$ cat config.mk
export PLATFORM = sky130hd
export DESIGN_NAME = i2c_byte_master
export DESIGN_NICKNAME = d
export VERILOG_FILES = /design/src/rtl/i2c_byte_master.sv
export SDC_FILE = /design/constraint.sdc
export NUM_CORES = 1
export LEC_CHECK = 0
export ABC_AREA = 1
export ABC_CLOCK_PERIOD_IN_PS = 1800
export BUFFER_PORTS_ARGS = -buffer_cell sky130_fd_sc_hd__clkbuf_2
export CAP_MARGIN = 20
export CORE_AREA = 2 2 96 98
export CTS_CLUSTER_SIZE = 14
export DETAILED_ROUTE_END_ITERATION = 12
export DIE_AREA = 0 0 98 100
export GPL_ROUTABILITY_DRIVEN = 0
export MAX_ROUTING_LAYER = met4
export PLACE_DENSITY = 0.64
export REMOVE_ABC_BUFFERS = 1
export SKIP_LAST_GASP = 1
export SLEW_MARGIN = 10
export SYNTH_ARGS = -nofsm -noshare
export SYNTH_HDL_FRONTEND = slang
export SYNTH_SLANG_ARGS = --single-unit
$ cat constraint.sdc
create_clock -name clk -period 1.8 [get_ports clk]
set_clock_uncertainty 0.1 [all_clocks]
set_input_delay 0.09 -clock clk [delete_from_list [all_inputs] [get_ports clk]]
set_output_delay 0.09 -clock clk [all_outputs]
set_load 0.05 [all_outputs]
$ cat src/rtl/i2c_byte_master.sv
module i2c_byte_master #(
  parameter int DIV = 4,
  parameter int TMO = 100
) (
  input  logic        clk,
  input  logic        rst_n,
  input  logic        reg_we,
  input  logic [2:0]  reg_addr,
  input  logic [15:0] reg_wdata,
  output logic [15:0] reg_rdata,
  output logic        irq,
  input  logic        scl_in,
  input  logic        sda_in,
  output logic        scl_oe,
  output logic        sda_oe
);
  localparam int DW = (DIV > 1) ? $clog2(DIV) : 1;
  localparam int TW = $clog2(TMO + 1);

  typedef enum logic [2:0] {S_IDLE, S_START, S_XFER, S_HOLD, S_STOP} st_t;

  st_t st;
  logic [1:0] ph;
  logic [DW-1:0] dcnt;
  logic [TW-1:0] tcnt;
  logic en, rdy_cpu, tx_end, rx_end, cmd_rd, dnack, is_addr, nack_out, ackb;
  logic [6:0] cmd_addr;
  logic [7:0] txd, rxd, sh;
  logic [3:0] bitn;
  logic [2:0] isr;

  wire tick    = dcnt == DW'(DIV - 1);
  wire wr_ctrl = reg_we && reg_addr == 3'd0;
  wire wr_cmd  = reg_we && reg_addr == 3'd1;
  wire wr_data = reg_we && reg_addr == 3'd2;
  wire wr_isr  = reg_we && reg_addr == 3'd4;
  wire go      = wr_cmd && en && (st == S_IDLE || st == S_HOLD);
  wire stretch = st != S_IDLE && !scl_oe && !scl_in;
  wire tmo_hit = stretch && tcnt == TW'(TMO - 1);
  wire sender  = is_addr || !cmd_rd;

  assign irq = |isr;

  always_comb begin
    case (reg_addr)
      3'd0:    reg_rdata = {12'd0, rx_end, tx_end, rdy_cpu, en};
      3'd1:    reg_rdata = {5'd0, cmd_rd, 3'd0, cmd_addr};
      3'd2:    reg_rdata = {rxd, txd};
      3'd3:    reg_rdata = {14'd0, dnack, st == S_IDLE};
      3'd4:    reg_rdata = {13'd0, isr};
      default: reg_rdata = 16'd0;
    endcase
  end

  always_ff @(posedge clk or negedge rst_n) begin
    if (!rst_n) begin
      st <= S_IDLE; ph <= '0; dcnt <= '0; tcnt <= '0;
      en <= 1'b0; rdy_cpu <= 1'b0; tx_end <= 1'b0; rx_end <= 1'b0;
      cmd_rd <= 1'b0; cmd_addr <= '0; txd <= '0; rxd <= '0; sh <= '0;
      dnack <= 1'b0; is_addr <= 1'b0; nack_out <= 1'b0; ackb <= 1'b0;
      bitn <= '0; isr <= '0; scl_oe <= 1'b0; sda_oe <= 1'b0;
    end else begin
      dcnt <= tick ? '0 : dcnt + 1'b1;
      tcnt <= stretch ? tcnt + 1'b1 : '0;
      if (wr_ctrl) {rx_end, tx_end, rdy_cpu, en} <= reg_wdata[3:0];
      if (wr_data) txd <= reg_wdata[7:0];
      if (wr_isr)  isr <= isr & ~reg_wdata[2:0];
      if (tmo_hit) begin
        st <= S_IDLE; scl_oe <= 1'b0; sda_oe <= 1'b0; isr[2] <= 1'b1; rdy_cpu <= 1'b0;
      end else if (go) begin
        st <= S_START; ph <= '0; bitn <= '0; is_addr <= 1'b1; dnack <= 1'b0; rdy_cpu <= 1'b0;
        cmd_addr <= reg_wdata[6:0]; cmd_rd <= reg_wdata[10];
        sh <= {reg_wdata[6:0], reg_wdata[10]};
      end else begin
        case (st)
          S_HOLD: begin
            ph <= '0; bitn <= '0; sda_oe <= 1'b0;
            if (rdy_cpu) begin
              rdy_cpu <= 1'b0;
              if (cmd_rd) begin st <= S_XFER; nack_out <= rx_end; end
              else if (tx_end) st <= S_STOP;
              else begin st <= S_XFER; sh <= txd; end
            end
          end
          S_START: if (tick) begin
            case (ph)
              2'd0: begin sda_oe <= 1'b0; ph <= 2'd1; end
              2'd1: begin scl_oe <= 1'b0; ph <= 2'd2; end
              2'd2: if (scl_in) begin sda_oe <= 1'b1; ph <= 2'd3; end
              default: begin scl_oe <= 1'b1; ph <= 2'd0; st <= S_XFER; end
            endcase
          end
          S_XFER: if (tick) begin
            case (ph)
              2'd0: begin
                scl_oe <= 1'b1;
                sda_oe <= bitn[3] ? (!sender && !nack_out) : (sender && !sh[7]);
                ph <= 2'd1;
              end
              2'd1: begin scl_oe <= 1'b0; ph <= 2'd2; end
              2'd2: if (scl_in) begin
                if (bitn[3]) ackb <= sda_in;
                else sh <= {sh[6:0], sda_in};
                ph <= 2'd3;
              end
              default: begin
                scl_oe <= 1'b1; ph <= 2'd0;
                if (!bitn[3]) bitn <= bitn + 1'b1;
                else begin
                  bitn <= '0;
                  if (is_addr) begin
                    if (ackb) begin isr[1] <= 1'b1; st <= S_STOP; end
                    else begin
                      is_addr <= 1'b0;
                      if (cmd_rd) nack_out <= rx_end;
                      else begin isr[0] <= 1'b1; st <= S_HOLD; end
                    end
                  end else if (!cmd_rd) begin
                    dnack <= ackb; isr[0] <= 1'b1; st <= S_HOLD;
                  end else begin
                    rxd <= sh; isr[0] <= 1'b1; st <= nack_out ? S_STOP : S_HOLD;
                  end
                end
              end
            endcase
          end
          S_STOP: if (tick) begin
            case (ph)
              2'd0: begin sda_oe <= 1'b1; ph <= 2'd1; end
              2'd1: begin scl_oe <= 1'b0; ph <= 2'd2; end
              2'd2: if (scl_in) begin sda_oe <= 1'b0; ph <= 2'd3; end
              default: begin ph <= 2'd0; st <= S_IDLE; end
            endcase
          end
          default: ph <= '0;
        endcase
      end
    end
  end
endmodule

Word-level counts from Yosys, hierarchy flattened:

Index checks and enable logic that the tools add are counted.

* register bits: 63
* input port bits: 24
* output and inout port bits: 19
* word-level logic and storage cells: 232

* add/sub/neg operators: 3
* equal/unequal tests: 52
* mux-type cells: 101
* bitwise gates (word level): 6
* reductions and logical operators: 48

Operators by type and width (count)
* 16-bit case mux with 5 select lines: 1
* 8-bit 2-to-1 mux: 8
* 3-bit 2-to-1 mux: 18
* 4-bit inequality test, second input constant: 12
* 1-bit 2-to-1 mux: 47
* 3-bit inequality test, second input constant: 14
* 2-bit 2-to-1 mux: 11
* 10-bit AND reduction: 2
* 9-bit AND reduction: 2
* 4-bit 2-to-1 mux: 4
* 8-bit case mux with 2 select lines: 1
* 8-bit AND reduction: 2
* 7-bit AND reduction: 2
* 3-bit by 2-bit == test with 1-bit output, second input constant: 4
* 2-bit inequality test, second input constant: 6
* 3-bit case mux with 4 select lines: 1
* 1-bit logical AND: 11
* 1-bit case mux with 2 select lines: 5
* 2-bit nonzero test: 5
* 3-bit OR reduction: 3
* 2-bit by 1-bit inequality test with 1-bit output, second input constant: 4
* 4-bit case mux with 2 select lines: 1
* 7-bit by 1-bit adder with 7-bit output, second input constant: 1
* 7-bit == test, second input constant: 1
* 30 further kinds: 44

Depth between registers and ports, before layout:

* depth after elaboration: 12
* mapped depth: 12
* gate-level depth less buffers: 11

Worst setup path before layout:

Ideal clock, no wire load.

* path type: input-to-output
* from: in reg_addr[1]
* to: out reg_rdata[6]
* data arrival time: 1.661 ns
* required time: 1.610 ns
* slack: -0.051 ns
* cell stages on the path: 5
* path buffers: 1
* cell sequence: inv_1 > nor2_1 > nand2_1 > clkbuf_1 > o21ai_0

* word-level cells in the longest chain between the ends: 2
* elaborated cells on any way between the ends: 6
* classes of those cells: eq/ne: 4; mux: 1; reduce/logical: 1

Ends and longest elaborated chain
* start: declaration: line 8 `input logic [2:0] reg_addr,`
* 3-bit == test (tied with other cells): line 45 `case (reg_addr)`
* 16-bit case mux with 5 select lines *: line 45
* end: declaration: line 10 `output logic [15:0] reg_rdata,`

Every way passes the cells marked *; elsewhere a longest branch is shown, timed or not.

Worst setup path in the final report:

* from: reg st[0]
* to: out reg_rdata[0]

* word-level cells in the longest chain between the ends: 2

Ends and longest elaborated chain
* start: declaration: line 22 `st_t st;`
* start signal: assignment: line 57 `st <= S_IDLE; ph <= '0; dcnt <= '0; tcnt <= '0;`
* start signal: assignment: line 69 `st <= S_IDLE; scl_oe <= 1'b0; sda_oe <= 1'b0; isr[2] <= 1'b1; rdy_cpu <= 1'b0;`
* start signal: assignment: line 71 `st <= S_START; ph <= '0; bitn <= '0; is_addr <= 1'b1; dnack <= 1'b0; rdy_cpu <= 1'b0;`
* 3-bit zero test: line 49 `3'd3: reg_rdata = {14'd0, dnack, st == S_IDLE};`
* 16-bit case mux with 5 select lines: line 45

No other way between the ends.

==> results.cfg <==
[clock_network]
cts_tree = yes
cts_buffer_depth = 2
numClockSinks = 63
root_buffer = clkbuf_8
cts_buffers = 9
worstSkewPairLatency_ps = 350
cts_max_level = 3
cts.clk_slew.worst_paths_ps = 80

[timing]
finalSetupViolations = 1
drv_slew = 0
hold_viol = 0
fmax_mhz = 552
rsz0062_at_grt = true
period_share_pct = 101
slew_headroom_pct = 66.8
timing.final.ws_setup_ps = -12.1
fin_crit_ps = 1810
tightest_slew_ps = 497

[synthesis]
yosys_most_used_dff = dfrtp_1
synth_edf_count = 0
yosysWarnings = 0
synth_commonest_cells = 141 x nand2_1, 63 x dfrtp_1, 55 x inv_1
synth_top_area_cell = dfrtp_1
syn_area_um2 = 3440
syn_area_per_cell_um2 = 7.54
synth.distinct_cells = 35
async_flop_share_pct = 100
synthTopCellsByArea = dfrtp_1 46%, nand2_1 15%, o21ai_0 7.0%
yosysMostFrequentCell = nand2_1
ys_seq_elements = 63
ys_seq_area_share_pct = 45.9
postSynthCellCount = 456
synth_top_area_share_pct = 45.9

[routing]
via_per_inst = 5.00
drc = 0
wire_per_inst_um = 13.4
drt-total-wl_mm = 8.71
drt-pass1-iter-count = 5
antenna_left = 0
vias = 3238
drt_iter0_markers = 188

[die]
core-area_um2 = 8890
num_rows = 35
io_pins = 43
die_h_um = 100
start_util_pct = 38.7
die-area_um2 = 9800
chipWidth_um = 98

[power_and_ir_drop]
p_comb_share_pct = 43.7
clock_power_share_pct = 22.2
seqPwrFrac_pct = 34.1
p_leak_nw = 2.32
peakVddDrop_v = 0.000915
p_int_mw = 3.39
p_switching_mw = 2.45
p_sw_share_pct = 42.0
power.density_nw_per_um2 = 1330
finalPower_mw = 5.84

[worst_setup_path]
worstSetupEndpointType = primary output
path_max_fanout = 3
worstRegToRegCells = 10
startpoint_type = flip-flop
r2r_slack_ps = 50
crit_type = flip-flop to primary output
crit_required_ps = 1610
arrival_ps = 1620

[final_layout]
multiInputGateArea_um2 = 1720
diodes = 0
drive_above_1_share_pct = 23.1
final-seq-area_um2 = 1580
nFillCells = 865
syn2layout_area_growth_pct = 27.3
nNetsFinal = 563
final_area_um2 = 4380

[grt]
use_met1_pct = 23.1
grt_use_met3_pct = 3.90
busiest_layer = met2
met2_usage_pct = 30.5
grt_pass1_wl_mm = 14.3
grt_antenna_before_repair = 0
grt.overflow.total = 0
grt_pass1_vias = 3083
grt_max_degree = 64
grt.total_usage_pct = 18.5

[hold_path]
min-delay-path-class = input port to flip-flop
hold_depth = 3

[flow_run]
drv_cap = 0

[outcome]
outcome = finished, violations left
violations = setup timing

[placement]
port_buffers = 35
placed_area_um2 = 3810
hpwl_mm = 5.91
## what timing repair did
item                       CTS  global route
gates resized for setup      6            33
setup buffers                0            12
pin swaps                    0            10
hold buffers                10             0
hold endpoints to repair    80             0
setup endpoints to repair    1            35
gates cloned                 0             3
## final timing paths
kind,start,to
max,st[0],reg_rdata[0]
min,reg_wdata[2],txd[2]
max reg2reg,st[1],st[1]
min reg2reg,dcnt[0],dcnt[0]
max in group asynchronous,rst_n,st[1]
min in group asynchronous,rst_n,cmd_addr[3]
## state kept, by name (all words and copies together), names as in the netlist, 2 cells and up
register / cells
cmd_addr: 7
txd: 8
rxd: 8
sh: 8
bitn: 4
dcnt: 2
isr: 3
st: 3
ph: 2
tcnt: 7
## power by group through the flow
stage	Clock (mW)	Sequential [mW]	Combinational, mW
after global placement	0	2.00	2.12
after CTS	1.32	2.00	2.20
final	1.30	1.99	2.55
after floorplan	0	2.01	1.56
after global routing	1.38	2.03	2.90
after detailed placement	0	2.01	2.15
## metal layers
metal	routed length, um	share of wire, %
met5	0	0
met4	167	1.9
met3	367	4.2
met2	4330	50
met1	3850	44
## metrics by stage
stage	instances	TNS, ps	hold WS (ps)	setup slack [ps]	utilization [%]
2_1_floorplan	447	-361	-306	-62.5	-
3_3_place_gp	607	0	36.9	76.5	42.9
3_5_place_dp	607	0	38.7	36.0	42.9
4_1_cts	633	-17.8	2.37	-17.8	46.5
5_1_grt	648	-423	41.8	-84.2	49.2
6_report	648	-12.1	6.25	-12.1	49.2
## area by class of cell
cell class | instances | share of cell area, %
timing repair buffer | 71 | 11.3
clock inverter | 6 | 1.54
sequential | 63 | 36.1
clock buffer | 10 | 3.14
tap | 111 | 3.17
inverter | 61 | 5.40
multi-input combinational | 326 | 39.3
## cell families after synthesis
group                      after synthesis  synth area share, %
xor gates and xnor gates                 1                0.255
buffers and inverters                   70                 8.41
AOI/OAI and AO/OA                       89                 14.8
DFF                                     63                 45.9
adders and majority gates                7                 2.55
and+or+nand+nor                        225                 27.8
muxes                                    1                0.327
## worst max-delay path, cell delays in order, from the launching register on
cell     delay (ps)
dfrtp_2         430
nor2_4          120
nand2_2          90
nor4_4          250
a21oi_1          60
nand4_1         150
buf_8           160
## placed cells by master, fill, tap and decap left out, types with 2 or more instances in the layout
cell | Yosys | final
o211ai_1 | 10 | 10
buf_4 | 0 | 24
nand2_1 | 141 | 137
nand4_1 | 5 | 5
o21ai_0 | 48 | 48
nor2_4 | 2 | 6
dfrtp_2 | 0 | 2
dfrtp_1 | 63 | 61
clkbuf_2 | 0 | 34
nand2_2 | 4 | 8
inv_4 | 0 | 3
inv_2 | 6 | 4
nand3_1 | 19 | 17
a21oi_2 | 1 | 3
dlygate4sd3_1 | 0 | 10
nand3_2 | 2 | 3
nor2_2 | 3 | 5
nor2_1 | 41 | 35
nand2_4 | 3 | 5
clkbuf_8 | 0 | 10
ha_1 | 7 | 6
inv_1 | 55 | 54
nor3_1 | 3 | 3
clkinvlp_4 | 0 | 2
o22ai_1 | 2 | 2
a21oi_1 | 19 | 17
Power figures use the tool's default switching activity.
